`src/rtl/d2d_wrap_pkg.sv`:
```
package d2d_wrap_pkg;
    typedef enum logic [1:0] {
        WM_SYSTEM   = 2'b00,
        WM_INTEST   = 2'b01,
        WM_XDRIVE   = 2'b10,
        WM_XOBSERVE = 2'b11
    } wrap_mode_e;
endpackage

```
`src/rtl/d2d_mode_fsm.sv`:
```
module d2d_mode_fsm
    import d2d_wrap_pkg::*;
(
    input  logic       clk,
    input  logic       rst_n,
    input  logic       update_en,
    input  logic [1:0] mode_sel,
    output logic       pass_en,
    output logic       cmp_en
);
    wrap_mode_e state_q, state_d;

    always_comb begin
        state_d = state_q;
        if (update_en) begin
            unique case (mode_sel)
                2'b00:   state_d = WM_SYSTEM;
                2'b01:   state_d = WM_INTEST;
                2'b10:   state_d = WM_XDRIVE;
                default: state_d = WM_XOBSERVE;
            endcase
        end
    end

    always_ff @(posedge clk or negedge rst_n) begin
        if (!rst_n) state_q <= WM_SYSTEM;
        else        state_q <= state_d;
    end

    always_comb begin
        pass_en = 1'b0;
        cmp_en  = 1'b0;
        unique case (state_q)
            WM_SYSTEM:   pass_en = 1'b1;
            WM_INTEST:   ;
            WM_XDRIVE:   ;
            WM_XOBSERVE: cmp_en  = 1'b1;
            default:     ;
        endcase
    end


    mode_hold_chk: assert property (@(posedge clk) disable iff (!rst_n)
        !update_en |=> $stable(state_q));

    mode_load_chk: assert property (@(posedge clk) disable iff (!rst_n)
        update_en |=> (2'(state_q) == $past(mode_sel)));
endmodule

```
`src/rtl/d2d_bcell.sv`:
```
module d2d_bcell (
    input  logic clk,
    input  logic rst_n,
    input  logic si,
    input  logic cap_d,
    input  logic shift_en,
    input  logic capture_en,
    input  logic update_en,
    output logic sh_q,
    output logic upd_q
);
    always_ff @(posedge clk or negedge rst_n) begin
        if (!rst_n)          sh_q <= 1'b0;
        else if (capture_en) sh_q <= cap_d;
        else if (shift_en)   sh_q <= si;
    end

    always_ff @(posedge clk or negedge rst_n) begin
        if (!rst_n)         upd_q <= 1'b0;
        else if (update_en) upd_q <= sh_q;
    end
endmodule

```
`src/rtl/d2d_cell_chain.sv`:
```
module d2d_cell_chain #(
    parameter int NUM_TX = 4,
    parameter int NUM_RX = 4
) (
    input  logic              clk,
    input  logic              rst_n,
    input  logic              si,
    input  logic              shift_en,
    input  logic              capture_en,
    input  logic              update_en,
    input  logic [NUM_TX-1:0] core_out,
    input  logic [NUM_RX-1:0] pad_rx,
    output logic [NUM_TX-1:0] tx_upd,
    output logic [NUM_RX-1:0] rx_upd,
    output logic              so
);
    localparam int LEN = NUM_TX + NUM_RX;

    logic [LEN-1:0] sh_v, upd_v, cap_v, si_v;

    assign cap_v = {pad_rx, core_out};
    assign si_v  = {sh_v[LEN-2:0], si};

    for (genvar k = 0; k < LEN; k++) begin : g_cell
        d2d_bcell u_cell (
            .clk        (clk),
            .rst_n      (rst_n),
            .si         (si_v[k]),
            .cap_d      (cap_v[k]),
            .shift_en   (shift_en),
            .capture_en (capture_en),
            .update_en  (update_en),
            .sh_q       (sh_v[k]),
            .upd_q      (upd_v[k])
        );
    end

    assign tx_upd = upd_v[NUM_TX-1:0];
    assign rx_upd = upd_v[LEN-1:NUM_TX];
    assign so     = sh_v[LEN-1];


    shift_step_chk: assert property (@(posedge clk) disable iff (!rst_n)
        (shift_en && !capture_en) |=> (sh_v[0] == $past(si)));

    update_copy_chk: assert property (@(posedge clk) disable iff (!rst_n)
        update_en |=> (upd_v == $past(sh_v)));

    upd_hold_chk: assert property (@(posedge clk) disable iff (!rst_n)
        !update_en |=> $stable(upd_v));
endmodule

```
`src/rtl/d2d_rx_compare.sv`:
```
module d2d_rx_compare #(
    parameter int NUM_RX = 4
) (
    input  logic              clk,
    input  logic              rst_n,
    input  logic              capture_en,
    input  logic              cmp_en,
    input  logic [NUM_RX-1:0] pad_rx,
    input  logic [NUM_RX-1:0] expect_rx,
    output logic [NUM_RX-1:0] mismatch,
    output logic              fail
);
    logic [NUM_RX-1:0] diff;
    assign diff = cmp_en ? (pad_rx ^ expect_rx) : '0;

    always_ff @(posedge clk or negedge rst_n) begin
        if (!rst_n) begin
            mismatch <= '0;
            fail     <= 1'b0;
        end else if (capture_en) begin
            mismatch <= diff;
            if (|diff) fail <= 1'b1;
        end
    end


    mism_hold_chk: assert property (@(posedge clk) disable iff (!rst_n)
        !capture_en |=> $stable(mismatch));

    fail_sticky_chk: assert property (@(posedge clk) disable iff (!rst_n)
        fail |=> fail);

    mism_fail_chk: assert property (@(posedge clk) disable iff (!rst_n)
        (|mismatch) |-> fail);
endmodule

```
`src/rtl/d2d_wrap_chain.sv`:
```
module d2d_wrap_chain #(
    parameter int NUM_TX = 4,
    parameter int NUM_RX = 4
) (
    input  logic              clk,
    input  logic              rst_n,
    input  logic [1:0]        mode_sel,
    input  logic              shift_en,
    input  logic              capture_en,
    input  logic              update_en,
    input  logic              tdi,
    output logic              tdo,
    output logic              up_tdo,
    input  logic              up_tdi,
    input  logic [NUM_TX-1:0] core_out,
    output logic [NUM_TX-1:0] pad_tx,
    input  logic [NUM_RX-1:0] pad_rx,
    output logic [NUM_RX-1:0] core_in,
    output logic [NUM_RX-1:0] mismatch,
    output logic              fail
);
    logic              pass_en, cmp_en;
    logic [NUM_TX-1:0] tx_upd;
    logic [NUM_RX-1:0] rx_upd;

    d2d_mode_fsm u_fsm (
        .clk       (clk),
        .rst_n     (rst_n),
        .update_en (update_en),
        .mode_sel  (mode_sel),
        .pass_en   (pass_en),
        .cmp_en    (cmp_en)
    );

    d2d_cell_chain #(.NUM_TX(NUM_TX), .NUM_RX(NUM_RX)) u_chain (
        .clk        (clk),
        .rst_n      (rst_n),
        .si         (tdi),
        .shift_en   (shift_en),
        .capture_en (capture_en),
        .update_en  (update_en),
        .core_out   (core_out),
        .pad_rx     (pad_rx),
        .tx_upd     (tx_upd),
        .rx_upd     (rx_upd),
        .so         (up_tdo)
    );

    d2d_rx_compare #(.NUM_RX(NUM_RX)) u_cmp (
        .clk        (clk),
        .rst_n      (rst_n),
        .capture_en (capture_en),
        .cmp_en     (cmp_en),
        .pad_rx     (pad_rx),
        .expect_rx  (rx_upd),
        .mismatch   (mismatch),
        .fail       (fail)
    );

    assign pad_tx  = pass_en ? core_out : tx_upd;
    assign core_in = pass_en ? pad_rx   : rx_upd;
    assign tdo     = up_tdi;


    tx_quiet_chk: assert property (@(posedge clk) disable iff (!rst_n)
        (!pass_en && !update_en) |=> $stable(pad_tx));

    rx_quiet_chk: assert property (@(posedge clk) disable iff (!rst_n)
        (!pass_en && !update_en) |=> $stable(core_in));
endmodule

```
`config.mk`:
```
export PLATFORM = sky130hd
export DESIGN_NAME = d2d_wrap_chain
export DESIGN_NICKNAME = d
export VERILOG_FILES = /design/src/rtl/d2d_wrap_pkg.sv /design/src/rtl/d2d_mode_fsm.sv /design/src/rtl/d2d_bcell.sv /design/src/rtl/d2d_cell_chain.sv /design/src/rtl/d2d_rx_compare.sv /design/src/rtl/d2d_wrap_chain.sv
export SDC_FILE = /design/constraint.sdc
export NUM_CORES = 1
export LEC_CHECK = 0
export CORE_MARGIN = 5
export CORE_UTILIZATION = 50
export CTS_CLUSTER_DIAMETER = 80
export DETAILED_ROUTE_END_ITERATION = 12
export PLACE_DENSITY = 0.88
export SLEW_MARGIN = 15
export SYNTH_ARGS = -nofsm -noshare
export SYNTH_HDL_FRONTEND = slang
export SYNTH_HIERARCHICAL = 1
export SYNTH_SLANG_ARGS = --single-unit
```
`constraint.sdc`:
```
create_clock -name clk -period 2.3 [get_ports clk]
set_clock_uncertainty 0.2 [all_clocks]
set_input_delay 0.69 -clock clk [delete_from_list [all_inputs] [get_ports clk]]
set_output_delay 0.69 -clock clk [all_outputs]
set_load 0.05 [all_outputs]
```
==> run_results.csv <==
group,metric,value,unit
job,maxCapViolations,0,
power_and_ir_drop,internal-power,763,uW
grt,gr-total-overflow,0,
sta,tightest_slew,0.292,ns
yosys,synth.most_common_cell,"dfrtp_1",
worst_setup_path,crit_start,"u_fsm/state_q[0]",
worst_setup_path,critPathArrivalTime,1.49,ns
detailed_routing,wl,2.54,mm
yosys,postSynthAreaPerCell,13.4,sq um
worst_setup_path,crit_end,"core_in[0]",
layout,fin_nets,144,
layout,design_area,1630,sq um
cts,cts_tree,"built",
yosys,async_reset_ff_share,100,%
cts,numClockSinks,23,
power_and_ir_drop,power_density,710,nW/um^2
cts,ctsHoldBuffers,0,
yosys,synth_top_family_by_area,"multiplexers",
detailed_routing,routedWlPerCell,16.5,microns
worst_hold_path,hold_class,"reg -> reg",
yosys,ys.flop_type,"dfrtp_1",
layout,nFillCells,133,
worst_setup_path,cp_max_fo,4,
worst_setup_path,r2r_slack,0.84,ns
cts,root_buffer,"clkbuf_4",
yosys,ys_warn_count,6,
power_and_ir_drop,p_sw_share,33.9,%
sta,rsz0062_at_grt,"yes",
floorplanning,fp.dieH,57.5,microns
placement,place_area,1590,sq um
yosys,synth_common_cells,"23 x dfrtp_1, 16 x mux2_4, 9 x nand2_1",
cts,clk_pin_slew,0.13,ns
cts,h-tree-depth,1,
cts,cts_inserted_buffers,3,
detailed_routing,viasPerCell,5.19,
grt,grt_pass1_wl,4.04,mm
detailed_routing,vias,800,
yosys,yosysUniqueCellTypes,16,
floorplanning,core_area,2190,sq um
floorplanning,die_width,57.5,microns
yosys,synth-adder-area-share,0,%
detailed_routing,firstDrtPassIters,4,
yosys,synth_mux_area_share,30.4,%
yosys,ys_seq_elements,23,
worst_setup_path,timing.rr.start,"u_fsm/state_q[1]",
power_and_ir_drop,p_switching,391,uW
sta,fin_crit,2.38,ns
grt,grt_max_degree,24,
status,status,"complete, but fails checks",
worst_setup_path,crit_slowest_cell,"dfrtp_1",
worst_setup_path,r2r_end,"u_cmp/fail",
yosys,synth-edff-count,0,
floorplanning,die-area,3300,sq um
placement,portBuffers,29,
worst_setup_path,reg2reg_depth,5,
worst_setup_path,endpoint_kind,"output port",
yosys,netlist.area_leader.share,51.1,%
worst_setup_path,cp_top_family,"flip-flops",
sta,finalCritPeriodShare,104,%
worst_setup_path,path_buf_inv,2,
yosys,synth-compound-area-share,6.56,%
layout,diodes,0,
grt,antenna_found_initial,0,
yosys,netlist_top_cells_area,"dfrtp_1 51%, mux2_4 21%, mux2i_1 7.1%, o21ai_1 3.6%, nand2_1 3.0%",
yosys,synth_area_leader_cell,"dfrtp_1",
worst_setup_path,cp-start-kind,"flip-flop",
sta,setup_ws,-0.0827,ns
power_and_ir_drop,max-vdd-ir-drop,0.458,mV
floorplanning,io_pins,32,
yosys,yosysSeqAreaShare,51.1,%
layout,areaGrowthSynthToFinish,44.3,%
detailed_routing,drc,0,
yosys,netlist_instances,84,
sta,setup_violations,8,
worst_setup_path,crit_chain,"nor2_4 > buf_6 > mux2_4 > buf_12",
sta,hold_viol,0,
worst_setup_path,required,1.41,ns
power_and_ir_drop,leakagePower,0.000779,uW
cts,insertion_delay,0.31,ns
layout,drive_gt1_share,39.7,%
floorplanning,start_util,51.4,%
floorplanning,rows,17,
placement,dp_slack,-0.165,ns
power_and_ir_drop,power_frac_clock,15.8,%
power_and_ir_drop,comb_power_share,41.5,%
sta,max_freq,420,MHz
grt,grt_pass1_vias,834,
placement,gp_congestion,0.749,
grt,grt_use_total,16.3,%
power_and_ir_drop,seqPwrFrac,42.6,%
status,failed_checks,"negative setup slack",
placement,dp_hpwl,1.92,mm
power_and_ir_drop,power.total,1150,uW
worst_setup_path,slowest_delay,0.44,ns
yosys,synth_simple_gate_area_share,4.44,%
detailed_routing,drt-initial-drc-count,11,
yosys,synth_fp_nets,101,
sta,drv_slew,0,
worst_setup_path,cp.depth,4,
sta,max_slew_margin,80.5,%
cts,clockBufferDepth,2,
worst_setup_path,worstSetupPathType,"reg -> out",
yosys,synthXorXnorAreaFrac,4.44,%
yosys,synth_area,1130,sq um
detailed_routing,ant_nets,0,
## state kept, by name, summed over array words and instances, names as in the netlist
register and flops:
u_fsm/state_q 2, u_cmp/mismatch 4, u_cmp/fail 1, u_chain/g_cell.u_cell/sh_q 8, u_chain/g_cell.u_cell/upd_q 8
## logic make-up (layout without fill, tap and decap cells)
family | Yosys count | in the layout
AO/OA/AOI/OAI | 13 | 13
flip-flops | 23 | 23
AND/OR/NAND/NOR | 12 | 12
XOR/XNOR | 4 | 4
multiplexers | 26 | 26
buffers and inverters | 6 | 48
## layout by cell type (no fill, tap or decap), drive strengths merged
| master | Yosys | layout |
|---|---|---|
| mux2 | 18 | 18 |
| nor2 | 1 | 1 |
| dfrtp | 23 | 23 |
| nand2 | 9 | 9 |
| inv | 4 | 4 |
| dlygate4sd2 | 0 | 8 |
| and2 | 1 | 1 |
| mux2i | 8 | 8 |
| a41oi | 1 | 1 |
| clkbuf | 0 | 3 |
| o22ai | 4 | 4 |
| xnor2 | 4 | 4 |
| clkinv | 0 | 1 |
| or2 | 1 | 1 |
| o21ai | 8 | 8 |
| clkdlybuf4s50 | 0 | 7 |
| buf | 2 | 25 |
## routing by layer
layer  share of wire [%]  GRT usage [%]
met1                  40           18.8
met2                  54           28.5
met5                   0              0
met4                0.91           6.95
met3                 4.9           3.62
## power groups by stage
stage          clock (uW)  sequential (uW)  combinational [uW]
2_1_floorplan           0              521                 240
3_3_place_gp            0              492                 471
3_5_place_dp            0              497                 481
4_1_cts               193              490                 479
5_1_grt               213              498                 501
6_report              183              492                 479
## repair_timing
item | 4_1_cts | 5_1_grt
pin swaps | 0 | 1
hold endpoints to repair | 0 | 0
setup endpoints to repair | 8 | 8
setup buffers | 1 | 0
gates resized for setup | 9 | 3
## worst min path at each step
stage                     from                       endpoint  slack (ns)  cells past startpoint
finish              u_cmp/fail                     u_cmp/fail        0.32                      1
global route        u_cmp/fail                     u_cmp/fail        0.35                      1
CTS                 u_cmp/fail                     u_cmp/fail        0.32                      1
detailed placement  u_cmp/fail                     u_cmp/fail        0.29                      1
global placement    u_cmp/fail                     u_cmp/fail        0.25                      1
floorplan                rst_n  u_chain/g_cell[0].u_cell/sh_q        0.19                      0
## per-stage QoR
step	hold WS (ns)	std cells	util [%]	TNS [ns]
global route	0.348	154	74.2	-1.14
global placement	0.249	149	72.4	-1.00
floorplan	0.194	84	-	0
detailed placement	0.294	149	72.4	-1.13
finish	0.317	154	74.2	-0.617
CTS	0.325	154	73.6	-0.559
## final cells by class
| type | instances | area (sq um) | share of cell area (%) |
|---|---|---|---|
| Tap cell | 28 | 35.0 | 2.16 |
| Sequential cell | 23 | 576 | 35.4 |
| Timing Repair Buffer | 40 | 448 | 27.6 |
| Clock buffer | 3 | 22.5 | 1.39 |
| Clock inverter | 1 | 5.00 | 0.308 |
| Inverter | 4 | 15.0 | 0.924 |
| Multi-Input combinational cell | 55 | 524 | 32.3 |
## worst reg2reg max path, stage by stage, from the launching register on
cell and delay, ns:
dfrtp_1 0.44, buf_4 0.15, and2_1 0.14, nand2_1 0.15, a41oi_1 0.06, or2_1 0.23
No activity file was read; power rests on OpenSTA's default activity.
